File: config.mk
export PLATFORM = sky130hd
export DESIGN_NAME = mem_scrubber
export DESIGN_NICKNAME = d
export VERILOG_FILES = /design/src/rtl/mem_scrubber_pkg.sv /design/src/rtl/scrub_ram.sv /design/src/rtl/scrub_arb.sv /design/src/rtl/scrub_engine.sv /design/src/rtl/mem_scrubber.sv
export SDC_FILE = /design/constraint.sdc
export NUM_CORES = 1
export LEC_CHECK = 0
export BUFFER_PORTS_ARGS = -buffer_cell sky130_fd_sc_hd__buf_4
export CAP_MARGIN = 20
export CORE_MARGIN = 2
export CORE_UTILIZATION = 40
export CTS_CLUSTER_SIZE = 12
export DETAILED_ROUTE_END_ITERATION = 6
export SYNTH_ARGS = -nofsm -noshare
export SYNTH_HDL_FRONTEND = slang
export SYNTH_SLANG_ARGS = --single-unit
File: constraint.sdc
create_clock -name clk -period 4.5 [get_ports clk]
set_input_delay 0.9 -clock clk [delete_from_list [all_inputs] [get_ports clk]]
set_output_delay 0.9 -clock clk [all_outputs]
set_load 0.005 [all_outputs]
File: src/rtl/mem_scrubber_pkg.sv
package mem_scrubber_pkg;

  // Scrub engine sequencing per word
  typedef enum logic [1:0] {
    SC_IDLE  = 2'd0,
    SC_READ  = 2'd1,
    SC_CMP   = 2'd2,
    SC_WRITE = 2'd3
  } scrub_state_e;

  // Requester slots on the shared port, lowest index wins
  localparam int unsigned SLOT_LIVE  = 0;
  localparam int unsigned SLOT_SCRUB = 1;
  localparam int unsigned SLOT_BG    = 2;
  localparam int unsigned NUM_SLOTS  = 3;

endpackage

File: src/rtl/scrub_ram.sv
// Simple dual-port synchronous RAM, registered read, written for block RAM inference.
module scrub_ram #(
  parameter int unsigned DW    = 16,
  parameter int unsigned AW    = 5,
  parameter int unsigned DEPTH = 32
) (
  input  logic          clk,
  input  logic          we,
  input  logic [AW-1:0] waddr,
  input  logic [DW-1:0] wdata,
  input  logic          re,
  input  logic [AW-1:0] raddr,
  output logic [DW-1:0] rdata
);

  logic [DW-1:0] store [DEPTH];

  always_ff @(posedge clk) begin
    if (we) store[waddr] <= wdata;
    if (re) rdata <= store[raddr];
  end

endmodule

File: src/rtl/scrub_arb.sv
// Fixed-priority arbiter: the lowest set request bit wins.
module scrub_arb #(
  parameter int unsigned N = 3
) (
  input  logic [N-1:0] req,
  output logic [N-1:0] gnt
);

  assign gnt = req & (~req + N'(1));

endmodule

File: src/rtl/scrub_engine.sv
// Walks frames word by word and repairs words from the golden copy.
module scrub_engine
  import mem_scrubber_pkg::*;
#(
  parameter int unsigned DW     = 16,
  parameter int unsigned NF     = 8,
  parameter int unsigned FW     = 4,
  parameter int unsigned ERR_W  = 4,
  localparam int unsigned WORD_W = $clog2(FW),
  localparam int unsigned FIDX_W = $clog2(NF),
  localparam int unsigned AW     = FIDX_W + WORD_W
) (
  input  logic              clk,
  input  logic              rst,
  input  logic              run,
  input  logic              blind,
  input  logic              clr,
  // shared port
  output logic              req,
  output logic              we,
  output logic [AW-1:0]     addr,
  output logic [DW-1:0]     wdata,
  input  logic              gnt,
  input  logic [DW-1:0]     mem_rdata,
  // golden read port
  output logic              gold_re,
  output logic [AW-1:0]     gold_raddr,
  input  logic [DW-1:0]     gold_rdata,
  // telemetry
  output logic              frame_done,
  output logic [FIDX_W-1:0] frame_idx,
  output logic [ERR_W-1:0]  err_count
);

  scrub_state_e      state_q;
  logic [WORD_W-1:0] word_q;
  logic [FIDX_W-1:0] fidx_q;
  logic              blind_q;
  logic              fdone_q;
  logic [ERR_W-1:0]  err_q;

  logic last_word, last_frame, mismatch, step, count_hit;

  assign last_word  = (word_q == WORD_W'(FW - 1));
  assign last_frame = (fidx_q == FIDX_W'(NF - 1));
  assign mismatch   = (mem_rdata != gold_rdata);

  assign addr       = {fidx_q, word_q};
  assign gold_raddr = {fidx_q, word_q};
  assign gold_re    = (state_q == SC_READ);
  assign req        = ((state_q == SC_READ) && !blind_q) || (state_q == SC_WRITE);
  assign we         = (state_q == SC_WRITE);
  assign wdata      = gold_rdata;

  assign step      = ((state_q == SC_CMP) && !blind_q && !mismatch) ||
                     ((state_q == SC_WRITE) && gnt);
  assign count_hit = (state_q == SC_CMP) && !blind_q && mismatch;

  always_ff @(posedge clk) begin
    if (rst) begin
      state_q <= SC_IDLE;
      word_q  <= '0;
      fidx_q  <= '0;
      blind_q <= 1'b0;
      fdone_q <= 1'b0;
      err_q   <= '0;
    end else begin
      fdone_q <= 1'b0;

      if (clr)
        err_q <= '0;
      else if (count_hit && (err_q != '1))
        err_q <= err_q + ERR_W'(1);

      case (state_q)
        SC_IDLE: if (run) begin
          blind_q <= blind;
          word_q  <= '0;
          state_q <= SC_READ;
        end
        SC_READ: if (blind_q || gnt) state_q <= SC_CMP;
        SC_CMP:  if (blind_q || mismatch) state_q <= SC_WRITE;
        default: ;
      endcase

      if (step) begin
        if (last_word) begin
          word_q  <= '0;
          fdone_q <= 1'b1;
          fidx_q  <= last_frame ? '0 : fidx_q + FIDX_W'(1);
          blind_q <= blind;
          state_q <= run ? SC_READ : SC_IDLE;
        end else begin
          word_q  <= word_q + WORD_W'(1);
          state_q <= SC_READ;
        end
      end
    end
  end

  assign frame_done = fdone_q;
  assign frame_idx  = fidx_q;
  assign err_count  = err_q;

endmodule

File: src/rtl/mem_scrubber.sv
// Protected memory, golden memory, scrub engine and three-way port arbiter.
// FRAME_WORDS and NUM_FRAMES must be powers of two, each at least 2.
module mem_scrubber
  import mem_scrubber_pkg::*;
#(
  parameter int unsigned DATA_W      = 16,
  parameter int unsigned NUM_FRAMES  = 8,
  parameter int unsigned FRAME_WORDS = 4,
  parameter int unsigned ERR_W       = 4,
  localparam int unsigned FIDX_W = $clog2(NUM_FRAMES),
  localparam int unsigned ADDR_W = FIDX_W + $clog2(FRAME_WORDS),
  localparam int unsigned DEPTH  = NUM_FRAMES * FRAME_WORDS
) (
  input  logic              clk,
  input  logic              rst,
  input  logic              ctrl_we,
  input  logic              ctrl_run,
  input  logic              ctrl_blind,
  input  logic              gold_we,
  input  logic [ADDR_W-1:0] gold_addr,
  input  logic [DATA_W-1:0] gold_wdata,
  input  logic              live_req,
  input  logic              live_we,
  input  logic [ADDR_W-1:0] live_addr,
  input  logic [DATA_W-1:0] live_wdata,
  output logic              live_gnt,
  output logic              live_rvalid,
  input  logic              bg_req,
  input  logic              bg_we,
  input  logic [ADDR_W-1:0] bg_addr,
  input  logic [DATA_W-1:0] bg_wdata,
  output logic              bg_gnt,
  output logic              bg_rvalid,
  output logic [DATA_W-1:0] mem_rdata,
  output logic              frame_done,
  output logic [FIDX_W-1:0] frame_idx,
  output logic [ERR_W-1:0]  err_count
);

  logic run_q, blind_q;

  always_ff @(posedge clk) begin
    if (rst) begin
      run_q   <= 1'b0;
      blind_q <= 1'b0;
    end else if (ctrl_we) begin
      run_q   <= ctrl_run;
      blind_q <= ctrl_blind;
    end
  end

  // Scrub engine
  logic              scr_req, scr_we, scr_gnt;
  logic [ADDR_W-1:0] scr_addr;
  logic [DATA_W-1:0] scr_wdata;
  logic              gold_re;
  logic [ADDR_W-1:0] gold_raddr;
  logic [DATA_W-1:0] gold_rdata;

  scrub_engine #(
    .DW(DATA_W), .NF(NUM_FRAMES), .FW(FRAME_WORDS), .ERR_W(ERR_W)
  ) u_engine (
    .clk(clk), .rst(rst), .run(run_q), .blind(blind_q), .clr(ctrl_we),
    .req(scr_req), .we(scr_we), .addr(scr_addr), .wdata(scr_wdata),
    .gnt(scr_gnt), .mem_rdata(mem_rdata),
    .gold_re(gold_re), .gold_raddr(gold_raddr), .gold_rdata(gold_rdata),
    .frame_done(frame_done), .frame_idx(frame_idx), .err_count(err_count)
  );

  // Arbitration
  logic [NUM_SLOTS-1:0] req_vec, gnt_vec;

  always_comb begin
    req_vec             = '0;
    req_vec[SLOT_LIVE]  = live_req;
    req_vec[SLOT_SCRUB] = scr_req;
    req_vec[SLOT_BG]    = bg_req;
  end

  scrub_arb #(.N(NUM_SLOTS)) u_arb (.req(req_vec), .gnt(gnt_vec));

  assign live_gnt = gnt_vec[SLOT_LIVE];
  assign scr_gnt  = gnt_vec[SLOT_SCRUB];
  assign bg_gnt   = gnt_vec[SLOT_BG];

  // Access mux onto the single protected port
  logic              acc_en, acc_we;
  logic [ADDR_W-1:0] acc_addr;
  logic [DATA_W-1:0] acc_wdata;

  always_comb begin
    acc_en    = |gnt_vec;
    acc_we    = 1'b0;
    acc_addr  = '0;
    acc_wdata = '0;
    if (live_gnt) begin
      acc_we = live_we; acc_addr = live_addr; acc_wdata = live_wdata;
    end else if (scr_gnt) begin
      acc_we = scr_we;  acc_addr = scr_addr;  acc_wdata = scr_wdata;
    end else if (bg_gnt) begin
      acc_we = bg_we;   acc_addr = bg_addr;   acc_wdata = bg_wdata;
    end
  end

  scrub_ram #(.DW(DATA_W), .AW(ADDR_W), .DEPTH(DEPTH)) u_prot (
    .clk(clk), .we(acc_en & acc_we), .waddr(acc_addr), .wdata(acc_wdata),
    .re(acc_en & ~acc_we), .raddr(acc_addr), .rdata(mem_rdata)
  );

  scrub_ram #(.DW(DATA_W), .AW(ADDR_W), .DEPTH(DEPTH)) u_gold (
    .clk(clk), .we(gold_we), .waddr(gold_addr), .wdata(gold_wdata),
    .re(gold_re), .raddr(gold_raddr), .rdata(gold_rdata)
  );

  // Read-valid flags
  logic live_rv_q, bg_rv_q;

  always_ff @(posedge clk) begin
    if (rst) begin
      live_rv_q <= 1'b0;
      bg_rv_q   <= 1'b0;
    end else begin
      live_rv_q <= live_gnt & ~live_we;
      bg_rv_q   <= bg_gnt & ~bg_we;
    end
  end

  assign live_rvalid = live_rv_q;
  assign bg_rvalid   = bg_rv_q;

endmodule

==> impl_metrics.tcl, run 1 <==
set metrics [dict create \
    tritoncts "built" \
    dieHeight_microns 329 \
    wl_per_cell_microns 27.8 \
    cpPeakStageDelay_ns 0.60 \
    crit_top_cell "mux2i_1" \
    tns_ns 0 \
    syn_avg_cell_area_sq_um 18.3 \
    synth_common_cells "1056 x edfxtp_1, 288 x nand2_1, 200 x mux2i_1, 160 x mux4_2, 137 x nand3_1" \
    min_period_over_period 0.859 \
    synth_nets 2387 \
    fin_crit_ns 3.87 \
    power_leakage_uw 0.0160 \
    syn_to_final_growth_pct 14.8 \
    path_buf_inv 1 \
    grt_pass1_wl_microns 159000 \
    finalClockSkew_ns 0.0307 \
    rsz0062_at_grt "false" \
    initial_core_util 0.402 \
    pwr-share-clk 0.392 \
    synth_enable_flop_cells 1056 \
    status "finished clean" \
    fmax_mhz 259 \
    synthMuxAreaShare 0.137 \
    grt_max_degree 80 \
    vdd_ir_drop_max_v 0.000391 \
    fillers 8943 \
    synthAdderAreaFrac 0.00237 \
    critPathSlowestCell "a32oi_1" \
    cp_max_fo 50 \
    ctsResizeCount 0 \
    p_int_uw 16300 \
    cp-end-kind "flip-flop" \
    hold_violations 0 \
    cp.required_ns 4.89 \
    power_frac_comb 0.071 \
    tightest_slew_ns 1.05 \
    synth-seq-cells 1073 \
    wl_microns 110000 \
    pre_cts_ws_ns 0.385 \
    synthXorXnorAreaFrac 0.00373 \
    ys_warn_count 0 \
    vias_per_cell 5.71 \
    numClockSinks 1073 \
    post_cts_buffers 0 \
    die-area_sq_mm 0.108 \
    switchingPower_uw 4750 \
    core_area_sq_mm 0.105 \
    critical_path_class "reg -> reg" \
    post-dp-hpwl_microns 68100 \
    synth.top_cell.area_share 0.750 \
    vias 22700 \
    crit_arrival_ns 4.26 \
    path_clk_slew_ns 0.06 \
    setup_violations 0 \
    setup_ws_ns 0.632 \
    drt_iter0_drc 2815 \
    drive_gt1_frac 0.235 \
    yosysSeqAreaShare 0.758 \
    clockRootBuffer "clkbuf_16" \
    final_max_slew_viol_count 0 \
    grt_pass1_vias 22700 \
    ctsLongestPathBuffers 3 \
    cts_hold_buf 0 \
    pwr_density_cell_mw_per_mm2 435 \
    netlist_instances 2306 \
    port_buffers 100 \
    cts.htree.levels 3 \
    hold_class "in -> reg" \
    antenna_found_initial 8 \
    place.gp.congestion 0.834 \
    synth_area_leaders "edfxtp_1 75%, mux4_2 8.5%, mux2i_1 4.7%" \
    synthMostInstantiatedCell "edfxtp_1" \
    insertion_delay_ns 0.68 \
    crit_chain "ha_1 -> nor2_2 -> a221oi_1 -> or2_4 -> buf_12 -> mux2i_1 -> mux2i_1 -> a32oi_1 -> nand4_1" \
    startpoint_type "flip-flop" \
    synth_compound_area_frac 0.0221 \
    synth_cell_types 52 \
    synth_top_family_by_area "multiplexers" \
    synth.largest_area_cell "edfxtp_1" \
    rows 119 \
    drc 0 \
    critPathTopFamily "compound AO/OA/AOI/OAI gates" \
    relSlewSlack 0.303 \
    drv_cap 0 \
    ant_nets 0 \
    switching_share 0.225 \
    drt-pass1-iter-count 5 \
    synthesis.area_sq_mm 0.0423 \
    yosys.area_share.simple 0.0595 \
    nets 2596 \
    io_pins 101 \
    synth_top_flop_cell "edfxtp_1" \
    gr-total-overflow 0 \
    synthArstFlopShare 0 \
    cts_buffers 108 \
    chipWidth_microns 329 \
    grt_usage 0.203 \
    p_seq_frac 0.537 \
]
-- logic make-up after synthesis --
family / Yosys count
AO/OA/AOI/OAI: 117
XOR/XNOR: 18
adder cells (fa/ha/maj): 8
buffers and inverters: 138
flip-flops: 1073
multiplexers: 376
AND/OR/NAND/NOR: 576
-- flip-flops by register name (all words and copies together) (netlist names) --
| signal | flops |
|---|---|
| u_engine.err_count | 4 |
| u_engine.frame_done | 1 |
| run_q | 1 |
| u_gold.store | 512 |
| u_engine.state_q | 2 |
| live_rvalid | 1 |
| bg_rvalid | 1 |
| u_prot.rdata | 16 |
| u_engine.frame_idx | 3 |
| u_engine.blind_q | 1 |
| u_prot.store | 512 |
| u_gold.rdata | 16 |
| u_engine.word_q | 2 |
| blind_q | 1 |
-- per-stage QoR --
stage,instance area [sq um],std cells,total power (uW),utilization,hold slack (ns)
2_1_floorplan,42300,2306,12300,-,0.455
3_3_place_gp,45400,3795,13000,0.431,0.489
3_5_place_dp,45400,3795,13000,0.431,0.514
4_1_cts,48500,3974,21200,0.462,0.371
5_1_grt,48500,3975,21700,0.462,0.378
6_report,48500,3976,21100,0.462,0.409
-- cell type report --
class                           count  area, sq um  share of cell area
Inverter                            5         18.8            0.000387
Timing Repair Buffer              232         1860              0.0383
Clock buffer                      144         2910              0.0599
Sequential cell                  1073        32100               0.660
Clock inverter                     35          265             0.00546
Antenna cell                        1         2.50           0.0000515
Multi-Input combinational cell   1095         9690               0.200
Tap cell                         1391         1740              0.0358
-- routing by layer --
layer / share of wire / routed length (microns) / track usage / up-vias
li1: - / - / - / 9583
met1: 0.44 / 48900 / 0.310 / 12000
met2: 0.45 / 49600 / 0.302 / 1002
met3: 0.089 / 9800 / 0.0406 / 147
met4: 0.019 / 2090 / 0.0463 / 8
met5: 0.00043 / 48 / 0 / -
-- layout by cell type (no fill, tap or decap), drive strengths merged, types with 10 or more instances in the layout --
cell type and n:
buf 232, nand2 288, mux2 16, o21ai 19, clkbuf 144, nand4 20
a22oi 16, inv 10, dfxtp 17, a32oi 64, clkinv 27, mux2i 200
nand3 137, mux4 160, xor2 17, edfxtp 1056, nor2 85
-- power by group through the flow --
stage               Combinational (uW)  Clock, uW  Sequential [uW]
floorplan                          823          0            11500
global placement                  1450          0            11500
detailed placement                1480          0            11500
CTS                               1490       8410            11300
global route                      1600       8770            11300
finish                            1490       8280            11300
-- path summary, 6_finish.rpt --
kind | from | endpoint | slack [ns] | depth (start not counted)
max | u_engine.state_q[1]$_SDFFE_PP0P_ | u_prot.rdata[9]$_DFFE_PP_ | 0.63 | 9
min | bg_we | bg_rvalid$_SDFF_PP0_ | 0.41 | 2
max reg2reg | u_engine.state_q[1]$_SDFFE_PP0P_ | u_prot.rdata[9]$_DFFE_PP_ | 0.63 | 9
min reg2reg | blind_q$_SDFFE_PP0P_ | blind_q$_SDFFE_PP0P_ | 0.51 | 2
No activity file was read; power rests on OpenSTA's default activity.
==> run 2: changes to the inputs <==
CELL_PAD_IN_SITES_DETAIL_PLACEMENT = 0   (was unset)
CELL_PAD_IN_SITES_GLOBAL_PLACEMENT = 1   (was unset)
PLACE_DENSITY_LB_ADDON = 0.1   (was unset)
==> run 2 against run 1 <==
  * Register-to-register slack worse by 0.02 ns
  * Hold slack better by 0.025 ns
  * Cell count up 0.80%
  * Maximum frequency down 0.53%
  * Clock-buffer cell count up 3
  * Setup slack worse by 0.021 ns
  * Non-clock buffer count up 4
  * Clock skew up 0.012 ns
  * Largest power group unchanged
  * Highest routed layer unchanged
==> impl_metrics.tcl, run 2 (synthesized netlist as in run 1, its figures left out) <==
set metrics [dict create \
    fin_crit_ns 3.89 \
    hold_class "in -> reg" \
    pwr_density_cell_mw_per_mm2 441 \
    grt_usage 0.213 \
    vdd_ir_drop_max_v 0.000323 \
    rows 119 \
    finalClockSkew_ns 0.0425 \
    dieHeight_microns 329 \
    critPathSlowestCell "a32oi_1" \
    cts_buffers 114 \
    hold_violations 0 \
    antenna_found_initial 4 \
    insertion_delay_ns 0.70 \
    rrSetupSlack_ns 0.61 \
    setup_ws_ns 0.612 \
    drv_cap 0 \
    reg_top3 "u_gold.store: 512 flops, u_prot.store: 512 flops" \
    drc 0 \
    syn_to_final_growth_pct 15.6 \
    critical_path_class "reg -> reg" \
    rsz0062_at_grt "false" \
    post-dp-hpwl_microns 70800 \
    power_leakage_uw 0.0162 \
    final_cell_mix "1056 x edfxtp_1, 288 x nand2_1, 225 x buf_4" \
    grt_pass1_vias 22600 \
    wl_per_cell_microns 28.7 \
    port_buffers 100 \
    cts.htree.levels 3 \
    chipWidth_microns 329 \
    setup_violations 0 \
    cts_hold_buf 0 \
    pre_cts_ws_ns 0.450 \
    crit_arrival_ns 4.29 \
    status "finished clean" \
    wl_microns 115000 \
    drive_gt1_frac 0.241 \
    drt_iter0_drc 2035 \
    drt-pass1-iter-count 7 \
    die-area_sq_mm 0.108 \
    core_area_sq_mm 0.105 \
    ctsResizeCount 0 \
    numClockSinks 1073 \
    diodes 0 \
    cpPeakStageDelay_ns 0.59 \
    ant_nets 0 \
    tritoncts "built" \
    crit_chain "inv_1 -> ha_1 -> buf_4 -> nand2b_1 -> a221oi_1 -> or2_4 -> buf_4 -> mux2i_1 -> mux2i_1 -> a32oi_1 -> nand4_1" \
    cp.required_ns 4.90 \
    cp_max_fo 24 \
    io_pins 101 \
    fillers 9051 \
    initial_core_util 0.402 \
    tns_ns 0 \
    grt_max_degree 97 \
    fmax_mhz 257 \
    gr-total-overflow 0 \
    place.gp.congestion 0.836 \
    tightest_slew_ns 1.11 \
    vias_per_cell 5.49 \
    cp-end-kind "flip-flop" \
    vias 22000 \
    grt_pass1_wl_microns 164000 \
    min_period_over_period 0.864 \
    nets 2606 \
    clockRootBuffer "clkbuf_16" \
    path_clk_slew_ns 0.06 \
    final_max_slew_viol_count 0 \
    relSlewSlack 0.263 \
    ctsLongestPathBuffers 3 \
    post_cts_buffers 0 \
    startpoint_type "flip-flop" \
    hold_slack_ns 0.434 \
    layout_commonest_cell "edfxtp_1" \
]
[run 2: cell types whose count changed in the layout (fill, tap and decap cells not counted), sizes merged]
| cell | previous run | this run |
|---|---|---|
| clkinvlp | 0 | 2 |
| diode | 1 | 0 |
| inv | 10 | 8 |
| clkbuf | 144 | 147 |
| clkinv | 27 | 52 |
| bufinv | 3 | 4 |
| buf | 232 | 236 |
[run 2: area by class of cell]
class                           count  area (sq um)  share of cell area
Multi-Input combinational cell   1095          9690               0.198
Inverter                            5          18.8            0.000384
Clock buffer                      147          3020              0.0618
Timing Repair Buffer              236          1910              0.0391
Sequential cell                  1073         32100               0.656
Clock inverter                     61           424             0.00868
Tap cell                         1391          1740              0.0356
[run 2: final timing paths]
kind,from,end,depth (start not counted)
worst max-delay path,u_engine.state_q[1]$_SDFFE_PP0P_,u_prot.rdata[11]$_DFFE_PP_,11
worst min-delay path,live_we,live_rvalid$_SDFF_PP0_,2
worst max register to register,u_engine.state_q[1]$_SDFFE_PP0P_,u_prot.rdata[11]$_DFFE_PP_,11
worst min register to register,u_engine.frame_idx[0]$_SDFFE_PP0P_,u_engine.frame_idx[0]$_SDFFE_PP0P_,2
[run 2: worst max-delay path, delay by kind of cell (launching register included)]
| family | cells | cell delay [ns] |
|---|---|---|
| simple gates | 3 | 0.82 |
| fa+ha+maj | 1 | 0.21 |
| flops | 1 | 0.34 |
| buf+inv | 3 | 0.77 |
| compound gates | 2 | 1.09 |
| mux | 2 | 0.33 |
[run 2: routing by layer]
metal  global-route usage  wire [microns]
met1                0.283           48600
met2                0.353           56200
met3               0.0391            6430
met4               0.0774            3780
met5                    0              13
[run 2: where the power goes]
group          internal [uW]  switching [uW]  total (uW)
registers              11200            90.2       11300
clock network           4930            3780        8720
logic                    495            1040        1530
[run 2: through the flow]
stage | utilization | power, uW | instances | area (sq um)
final | 0.465 | 21500 | 4008 | 48900
after floorplan | - | 12300 | 2306 | 42300
after global routing | 0.465 | 22300 | 4008 | 48900
after CTS | 0.465 | 21800 | 4008 | 48900
after detailed placement | 0.432 | 13100 | 3800 | 45400
after global placement | 0.432 | 13000 | 3800 | 45400
